===== src/rtl/simd_red_pkg.sv =====
package simd_red_pkg;
  typedef enum logic [1:0] {
    ST_IDLE = 2'd0,
    ST_RUN  = 2'd1,
    ST_DONE = 2'd2
  } seq_state_e;
endpackage


===== src/rtl/simd_red_seq.sv =====
module simd_red_seq
  import simd_red_pkg::*;
#(
  parameter  int STEPS = 3,
  localparam int CW    = (STEPS > 1) ? $clog2(STEPS) : 1
) (
  input  logic             clk_i,
  input  logic             rst_ni,
  input  logic             start_i,
  input  logic             mode_i,
  output seq_state_e       state_o,
  output logic [CW-1:0]    step_o,
  output logic             far_o,
  output logic             run_o,
  output logic             done_o
);
  seq_state_e    state_q;
  logic [CW-1:0] step_q;
  logic          far_q;

  always_ff @(posedge clk_i or negedge rst_ni) begin
    if (!rst_ni) begin
      state_q <= ST_IDLE;
      step_q  <= '0;
      far_q   <= 1'b0;
    end else begin
      case (state_q)
        ST_IDLE: if (start_i) begin
          state_q <= ST_RUN;
          step_q  <= '0;
          far_q   <= mode_i;
        end
        ST_RUN: begin
          if (step_q == CW'(STEPS-1)) state_q <= ST_DONE;
          else                        step_q  <= step_q + 1'b1;
        end
        default: state_q <= ST_IDLE;
      endcase
    end
  end

  assign state_o = state_q;
  assign step_o  = step_q;
  assign far_o   = far_q;
  assign run_o   = (state_q == ST_RUN);
  assign done_o  = (state_q == ST_DONE);
endmodule


===== src/rtl/simd_red_mask.sv =====
module simd_red_mask #(
  parameter  int LANES = 8,
  parameter  int STEPS = 3,
  localparam int CW    = (STEPS > 1) ? $clog2(STEPS) : 1
) (
  input  logic             run_i,
  input  logic             far_i,
  input  logic [CW-1:0]    step_i,
  output logic [STEPS-1:0] stride_oh_o,
  output logic [LANES-1:0] add_en_o
);
  logic [CW-1:0] slog;

  always_comb begin
    // far-first walks the stride exponents downward
    slog        = far_i ? (CW'(STEPS-1) - step_i) : step_i;
    stride_oh_o = '0;
    add_en_o    = '0;
    if (run_i) begin
      stride_oh_o[slog] = 1'b1;
      for (int i = 0; i < LANES; i++) begin
        if (far_i ? (i < (1 << slog)) : ((i % (2 << slog)) == 0))
          add_en_o[i] = 1'b1;
      end
    end
  end
endmodule


===== src/rtl/simd_red_route.sv =====
module simd_red_route #(
  parameter int LANES = 8,
  parameter int STEPS = 3,
  parameter int W_ACC = 19
) (
  input  logic [LANES-1:0][W_ACC-1:0] lane_i,
  input  logic [STEPS-1:0]            stride_oh_i,
  output logic [LANES-1:0][W_ACC-1:0] partner_o
);
  for (genvar i = 0; i < LANES; i++) begin : g_lane
    logic [STEPS-1:0][W_ACC-1:0] cand;
    for (genvar s = 0; s < STEPS; s++) begin : g_str
      if (i + (1 << s) < LANES) begin : g_ok
        assign cand[s] = lane_i[i + (1 << s)];
      end else begin : g_none
        assign cand[s] = '0;
      end
    end
    always_comb begin
      partner_o[i] = '0;
      for (int s = 0; s < STEPS; s++)
        if (stride_oh_i[s]) partner_o[i] = cand[s];
    end
  end
endmodule


===== src/rtl/simd_red_lane.sv =====
module simd_red_lane #(
  parameter  int W_IN  = 16,
  parameter  int W_ACC = 19,
  localparam int W_EXT = W_ACC - W_IN
) (
  input  logic             clk_i,
  input  logic             rst_ni,
  input  logic             load_i,
  input  logic [W_IN-1:0]  din_i,
  input  logic             add_i,
  input  logic [W_ACC-1:0] partner_i,
  output logic [W_ACC-1:0] acc_o
);
  logic [W_ACC-1:0] acc_q;

  always_ff @(posedge clk_i or negedge rst_ni) begin
    if (!rst_ni)     acc_q <= '0;
    else if (load_i) acc_q <= {{W_EXT{din_i[W_IN-1]}}, din_i};
    else if (add_i)  acc_q <= acc_q + partner_i;
  end

  assign acc_o = acc_q;
endmodule


===== src/rtl/simd_red_top.sv =====
module simd_red_top
  import simd_red_pkg::*;
#(
  parameter  int LANES = 8,
  parameter  int W_IN  = 16,
  localparam int STEPS = $clog2(LANES),
  localparam int W_ACC = W_IN + STEPS,
  localparam int CW    = (STEPS > 1) ? $clog2(STEPS) : 1
) (
  input  logic                  clk_i,
  input  logic                  rst_ni,
  input  logic                  load_i,
  input  logic [LANES*W_IN-1:0] vec_i,
  input  logic                  start_i,
  input  logic                  mode_i,
  output logic                  done_o,
  output logic [W_ACC-1:0]      sum_o
);
  seq_state_e                  state_q;
  logic [CW-1:0]               step_q;
  logic                        far_q;
  logic                        run;
  logic                        load_en;
  logic [STEPS-1:0]            stride_oh;
  logic [LANES-1:0]            add_en;
  logic [LANES-1:0][W_ACC-1:0] lane_q;
  logic [LANES-1:0][W_ACC-1:0] partner;

  simd_red_seq #(.STEPS(STEPS)) u_seq (
    .clk_i   (clk_i),
    .rst_ni  (rst_ni),
    .start_i (start_i),
    .mode_i  (mode_i),
    .state_o (state_q),
    .step_o  (step_q),
    .far_o   (far_q),
    .run_o   (run),
    .done_o  (done_o)
  );

  simd_red_mask #(.LANES(LANES), .STEPS(STEPS)) u_mask (
    .run_i       (run),
    .far_i       (far_q),
    .step_i      (step_q),
    .stride_oh_o (stride_oh),
    .add_en_o    (add_en)
  );

  simd_red_route #(.LANES(LANES), .STEPS(STEPS), .W_ACC(W_ACC)) u_route (
    .lane_i      (lane_q),
    .stride_oh_i (stride_oh),
    .partner_o   (partner)
  );

  assign load_en = load_i && (state_q == ST_IDLE);

  for (genvar k = 0; k < LANES; k++) begin : g_pe
    simd_red_lane #(.W_IN(W_IN), .W_ACC(W_ACC)) u_lane (
      .clk_i     (clk_i),
      .rst_ni    (rst_ni),
      .load_i    (load_en),
      .din_i     (vec_i[k*W_IN +: W_IN]),
      .add_i     (add_en[k]),
      .partner_i (partner[k]),
      .acc_o     (lane_q[k])
    );
  end

  assign sum_o = lane_q[0];
endmodule


===== config.mk =====
export PLATFORM = sky130hd
export DESIGN_NAME = simd_red_top
export DESIGN_NICKNAME = d
export VERILOG_FILES = /design/src/rtl/simd_red_pkg.sv /design/src/rtl/simd_red_seq.sv /design/src/rtl/simd_red_mask.sv /design/src/rtl/simd_red_route.sv /design/src/rtl/simd_red_lane.sv /design/src/rtl/simd_red_top.sv
export SDC_FILE = /design/constraint.sdc
export NUM_CORES = 1
export LEC_CHECK = 0
export BUFFER_PORTS_ARGS = -buffer_cell sky130_fd_sc_hd__buf_2
export CAP_MARGIN = 15
export CORE_UTILIZATION = 40
export CTS_CLUSTER_DIAMETER = 40
export DETAILED_ROUTE_END_ITERATION = 8
export SLEW_MARGIN = 20
export SYNTH_ARGS = -nofsm -noshare
export SYNTH_HDL_FRONTEND = slang
export SYNTH_SLANG_ARGS = --single-unit

===== constraint.sdc =====
create_clock -name clk_i -period 9 [get_ports clk_i]
set_clock_uncertainty 0.1 [all_clocks]
set_input_delay 0.45 -clock clk_i [delete_from_list [all_inputs] [get_ports clk_i]]
set_output_delay 0.45 -clock clk_i [all_outputs]
set_load 0.02 [all_outputs]

* Word level (Yosys, flattened, before mapping) *
Cells that the tools add are included.

storage, ports and cells
  register bits after elaboration = 157
  input bits = 133
  output and inout bits = 20
  logic and storage cells = 126

cells by class
  shift operators = 2
  $lt $le $gt $ge = 9
  reductions and logical operators = 21
  muxes and demuxes = 61
  add/subtract/negate cells = 9
  equality and inequality tests = 6
  divide/modulo/power cells = 7

operators by type and width
  operator                 count
  $mux W19                 36
  $logic_not A32 Y1        7
  $add A19 B19 Y19         7
  $lt A4 B32 Y1 const A    3
  $mod A4 B32 Y32 const A  3
  $lt A3 B32 Y1 const A    2
  $mod A3 B32 Y32 const A  2
  $lt A1 B32 Y1 const A    1
  $lt A2 B32 Y1 const A    1
  $mod A1 B32 Y32 const A  1
  $mod A2 B32 Y32 const A  1
  $shl A1 B2 Y32 const A   1
  $shl A2 B2 Y32 const A   1
  $reduce_bool A2 Y1       8
  $mux W1                  15
  $mux W2                  5
  $pmux W2 S2              2
  $mux W7                  1
  $eq A2 B2 Y1 const B     2
  $ne A2 B2 Y1 const B     2
  $reduce_and A2 Y1        2
  $lt A2 B3 Y1 const B     1
  $mux W3                  1
  $reduce_and A3 Y1        1
  8 further kinds          9

* Longest topological paths before layout *
  word-level depth = 13
  mapped depth = 34
  mapped depth without buffers = 31

* By module *
From an unflattened synthesis, not the netlist that was laid out.

second synthesis, totals
  cell total of the unflattened synthesis = 2,359
  area, all modules = 19,682.6 sq um

modules (own cells, without submodules)
  module                               times used  cells each  sequential area each (sq um)  area each (sq um)
  simd_red_lane at g_pe[0].u_lane ...  7           195         475.5                         1,749.2
  simd_red_route                       1           518         0.0                           3,703.6
  simd_red_lane at g_pe[7].u_lane      1           199         475.5                         1,746.7
  simd_red_mask                        1           254         0.0                           1,721.7
  simd_red_seq                         1           22          125.1                         254.0
  simd_red_top                         1           1           0.0                           12.5

* Least setup slack after synthesis *
Ideal clock, no wire load.

  kind = reg2reg
  start = register u_seq.step_q[0] (netlist: u_seq.step_o[0])
  end = register g_pe[0].u_lane.acc_q[10]
  cell stages (with the launch flop) = 28
  data arrival time = 6.475 ns
  path slack = 2.297 ns
  period minus slack after synthesis = 6.703 ns
  path buffers = 2
  library setup time = 0.127 ns
  cells stage by stage = dfrtp_1 > inv_1 > ha_1 > nand2_1 > o21a_1 > ha_1 > clkinv_1 > ha_1 > or2_1 > o21a_1 > a221o_1 > and2_4 > or4_1 > o211a_2 > and4_1 > buf_6 > mux2_4 > nor4_4 > o22ai_1 > o31a_1 > a211o_1 > or3_1 > o21bai_1 > a21oi_1 > a21o_2 > nand2_4 > buf_6 > mux2_1

between the ends
  cells in the longest elaborated chain, start to end = 13
  elaborated cells between the ends (all ways) = 23
  classes of those cells = add/sub: 2; div: 1; order compare: 3; shift: 2; mux: 12; reduce/logical: 3

ends and longest elaborated chain
  what                                                                      line                 text
  start: declaration                                                        simd_red_seq.sv:18   logic [CW-1:0] step_q;
  start signal: assignment                                                  simd_red_seq.sv:35   else step_q <= step_q + 1'b1;
  $sub A2 B2 Y2                                                             simd_red_mask.sv:16  slog = far_i ? (CW'(STEPS-1) - step_i) : step_i;
  $mux W2 (*)                                                               simd_red_mask.sv:16
  parallel branches: the longest is 11 deep, another holds $mod A1 B32 Y32  -
  end signal: assignment                                                    simd_red_lane.sv:18  else if (load_i) acc_q <= {{W_EXT{din_i[W_IN-1]}}, din_i};
  end signal: assignment                                                    simd_red_lane.sv:19  else if (add_i) acc_q <= acc_q + partner_i;
  end: declaration                                                          simd_red_lane.sv:14  logic [W_ACC-1:0] acc_q;

Every way passes the cells marked *. The select of a mux whose other input is x is not followed.
A chain may end at the register's enable or synchronous reset.

* Worst setup path after layout *
  start = register u_seq.step_q[0] (netlist: u_seq.step_o[0])
  end = register g_pe[0].u_lane.acc_q[6]

The elaborated chain is that of the path after synthesis.

==> metrics.csv <==
metric,value,unit
# setup viols final,0,
area occupied by multi-input gates,10400,sq um
Syn Std Cell Area,15000,sq um
syn_nets,2294,
# Max-Cap Violations,0,
Final TNS setup,0,ps
CP required,9230,ps
Worst Hold Class,in -> async,
main combinational cell family by area after synthesis,compound AO/OA/AOI/OAI gates,
critical path type,reg -> reg,
FF+latch area,3850,sq um
clock sink count,154,
Final Hold Viols,13,
Clock Path Buffers,2,
CTS tree,yes,
die footprint,38300,sq um
layout cell share with drive strength beyond 1,0.113,
CP Launch Point,u_seq.step_o[0],
Die Height,196,microns
Compound-Gate Fraction of Synth Area,0.293,
CP endpoint kind,register,
ranking of synthesized cells by area,"dfrtp_1, ha_1, nor2_1",
post-route ant nets,0,
fill count,3735,
post-synth top area cell,dfrtp_1,
DR vias,15100,
max_slew headroom,0.278,
initial DRC count,1255,
syn avg cell area,7.46,sq um
synth unique cells,83,
worst path arrival time,8340,ps
hpwl dp,37700,microns
share of synthesized area spent on multiplexers,0.0207,
Routed WL per cell,19.5,microns
cts bufs inserted,17,
largest net degree at the start of global routing,112,
H-Tree Depth,4,
"most common cell after layout, fill and taps aside",nor2_1,
first-pass GRT wire length,79800,microns
postcts setup bufs,0,
unrepaired setup endpoints after global routing,no,
CP startpoint kind,register,
Antenna diodes,0,
Hold Slack,-26.7,ps
Core ar.,36800,sq um
number of global-route vias before repair,14400,
worst-margin pin slew,1080,ps
DRC,0,
clk slew on worst S/H paths,70,ps
All-Layer GR Usage,0.265,
Fmax,123,MHz
GPL Wtd Cong,0.880,
Post-synth EDFFs,0,
Final nets,2378,
overall die width,196,microns
register area share after synthesis,0.257,
status,finished with violations,
failing checks,negative hold slack,
Initial Util,0.408,
clock latency on the worst-skew pair,460,ps
I/O Pins,153,
post_cts resized,0,
initial antenna violation count,0,
total grt overflow,0,
PortBufs,152,
layout overhead on the synthesized area,11.5,%
adder-cell share of the synthesized area,0.128,
Synth Instances,2012,
Final Max Tran Viols,0,
Synth Area in XOR/XNOR,0.0554,
Async SR Flop Fraction,1.00,
"FF+latch count, synth",154,
clock tree root driver cell,clkbuf_16,
hold buffer count at cts,0,
minimum clock period,8120,ps
Vias/cell,5.85,
post-synthesis simple-gate area fraction,0.193,
FF-to-FF Start,u_seq.step_o[0],
DRT Pass-1 Iters,5,
most frequent cells in the layout,"nor2_1, nand2_1, a21oi_1, o21ai_0, dfrtp_1",
Synth Warn #,0,
Synth top area share,0.257,
crit share post-route,0.902,
Core Rows,70,
Post-synth top flop,dfrtp_1,
CP Max Fanout,18,
"wirelength, routed",50300,microns
## logic make-up after synthesis
family | Yosys count
adders and majority gates | 149
muxes | 28
and+or+nand+nor | 684
DFF | 154
AOI/OAI and AO/OA | 693
buffers and inverters | 209
xor gates and xnor gates | 95
## cell type report
cell class,instances,share of cell area
inverter,102,0.0229
tap,468,0.0350
timing repair buffer,172,0.0548
clock buffer,19,0.0271
clock inverter,13,0.00785
multi-input combinational,1649,0.622
sequential,154,0.230
## sequential cells by signal, indices dropped and copies added (netlist names)
signal	cells
u_seq.far_o	1
u_seq.step_o	2
u_seq.state_o	2
g_pe.u_lane.acc_o	149
## routing by layer
layer | GRT usage | vias up | routed length, microns | part of all wire
li1 | - | 7339 | - | -
met4 | 0.0888 | 0 | 1400 | 0.028
met2 | 0.411 | 508 | 22200 | 0.44
met3 | 0.0303 | 62 | 3040 | 0.061
met1 | 0.382 | 7167 | 23700 | 0.47
met5 | 0 | - | 0 | 0
## worst max-delay path, cell delays in order (launching register included)
cell       delay [ps]
dfrtp_1           440
inv_1             150
ha_1              330
nand2_1            70
o21a_1            160
ha_1              580
clkinv_1          430
ha_1              330
or2_1             300
a221oi_2          400
o221ai_2          250
mux2i_1           420
a41oi_1           320
nor2_1            270
and4_1            420
mux2_4            360
nor4_4            270
o22ai_1           210
o31a_1            390
a211o_1           300
or3_1             370
nor2_1            110
o2111ai_1         120
a21o_2            240
nand2_4           230
mux2_1            360
## metrics by stage
stage	cell area (sq um)	instances	setup WS, ps	hold WS [ps]	util
3_3_place_gp	16100	2545	1170	404	0.439
4_1_cts	16700	2577	1050	18.6	0.455
6_report	16700	2577	883	-26.7	0.455
3_5_place_dp	16100	2545	1070	416	0.439
2_1_floorplan	15000	2012	2300	54.4	-
5_1_grt	16700	2577	195	55.1	0.455
## cells in the mapped netlist (3+ instances only)
| cell type | count |
|---|---|
| ha_1 | 142 |
| o41ai_1 | 7 |
| a21o_1 | 14 |
| o22ai_1 | 7 |
| mux2i_1 | 7 |
| a221o_1 | 5 |
| a22oi_1 | 37 |
| and2_1 | 22 |
| o211ai_1 | 7 |
| nor3_1 | 18 |
| nor2b_1 | 21 |
| buf_1 | 34 |
| nand2_1 | 221 |
| mux2_1 | 18 |
| inv_1 | 100 |
| nand4_1 | 4 |
| nor2_1 | 344 |
| xnor2_1 | 80 |
| a41oi_1 | 3 |
| xor2_1 | 15 |
| o21bai_1 | 42 |
| a31oi_1 | 31 |
| a221oi_1 | 74 |
| o31ai_1 | 6 |
| fa_1 | 7 |
| dfrtp_1 | 154 |
| o21ai_0 | 171 |
| o21a_1 | 12 |
| a211oi_1 | 8 |
| o21ai_1 | 6 |
| clkbuf_1 | 69 |
| a2bb2oi_1 | 3 |
| nand3_1 | 15 |
| nand2b_1 | 7 |
| or3_1 | 5 |
| or2_2 | 6 |
| o31a_1 | 6 |
| a21boi_0 | 20 |
| a21oi_1 | 205 |
## worst paths after layout
check                      slack [ps]  depth (start not counted)                       end
setup / recovery                  880                         25   g_pe[0].u_lane.acc_o[6]
hold / removal                    -30                          1   g_pe[3].u_lane.acc_o[8]
setup reg to reg                  880                         25   g_pe[0].u_lane.acc_o[6]
hold reg to reg                   420                          1   g_pe[0].u_lane.acc_o[9]
max in group asynchronous        7410                          2  g_pe[0].u_lane.acc_o[14]
min in group clk_i                 80                          3   g_pe[7].u_lane.acc_o[6]
Power is not shown: default switching activity piles up to over one toggle a cycle in this logic, so the estimate is an artifact.
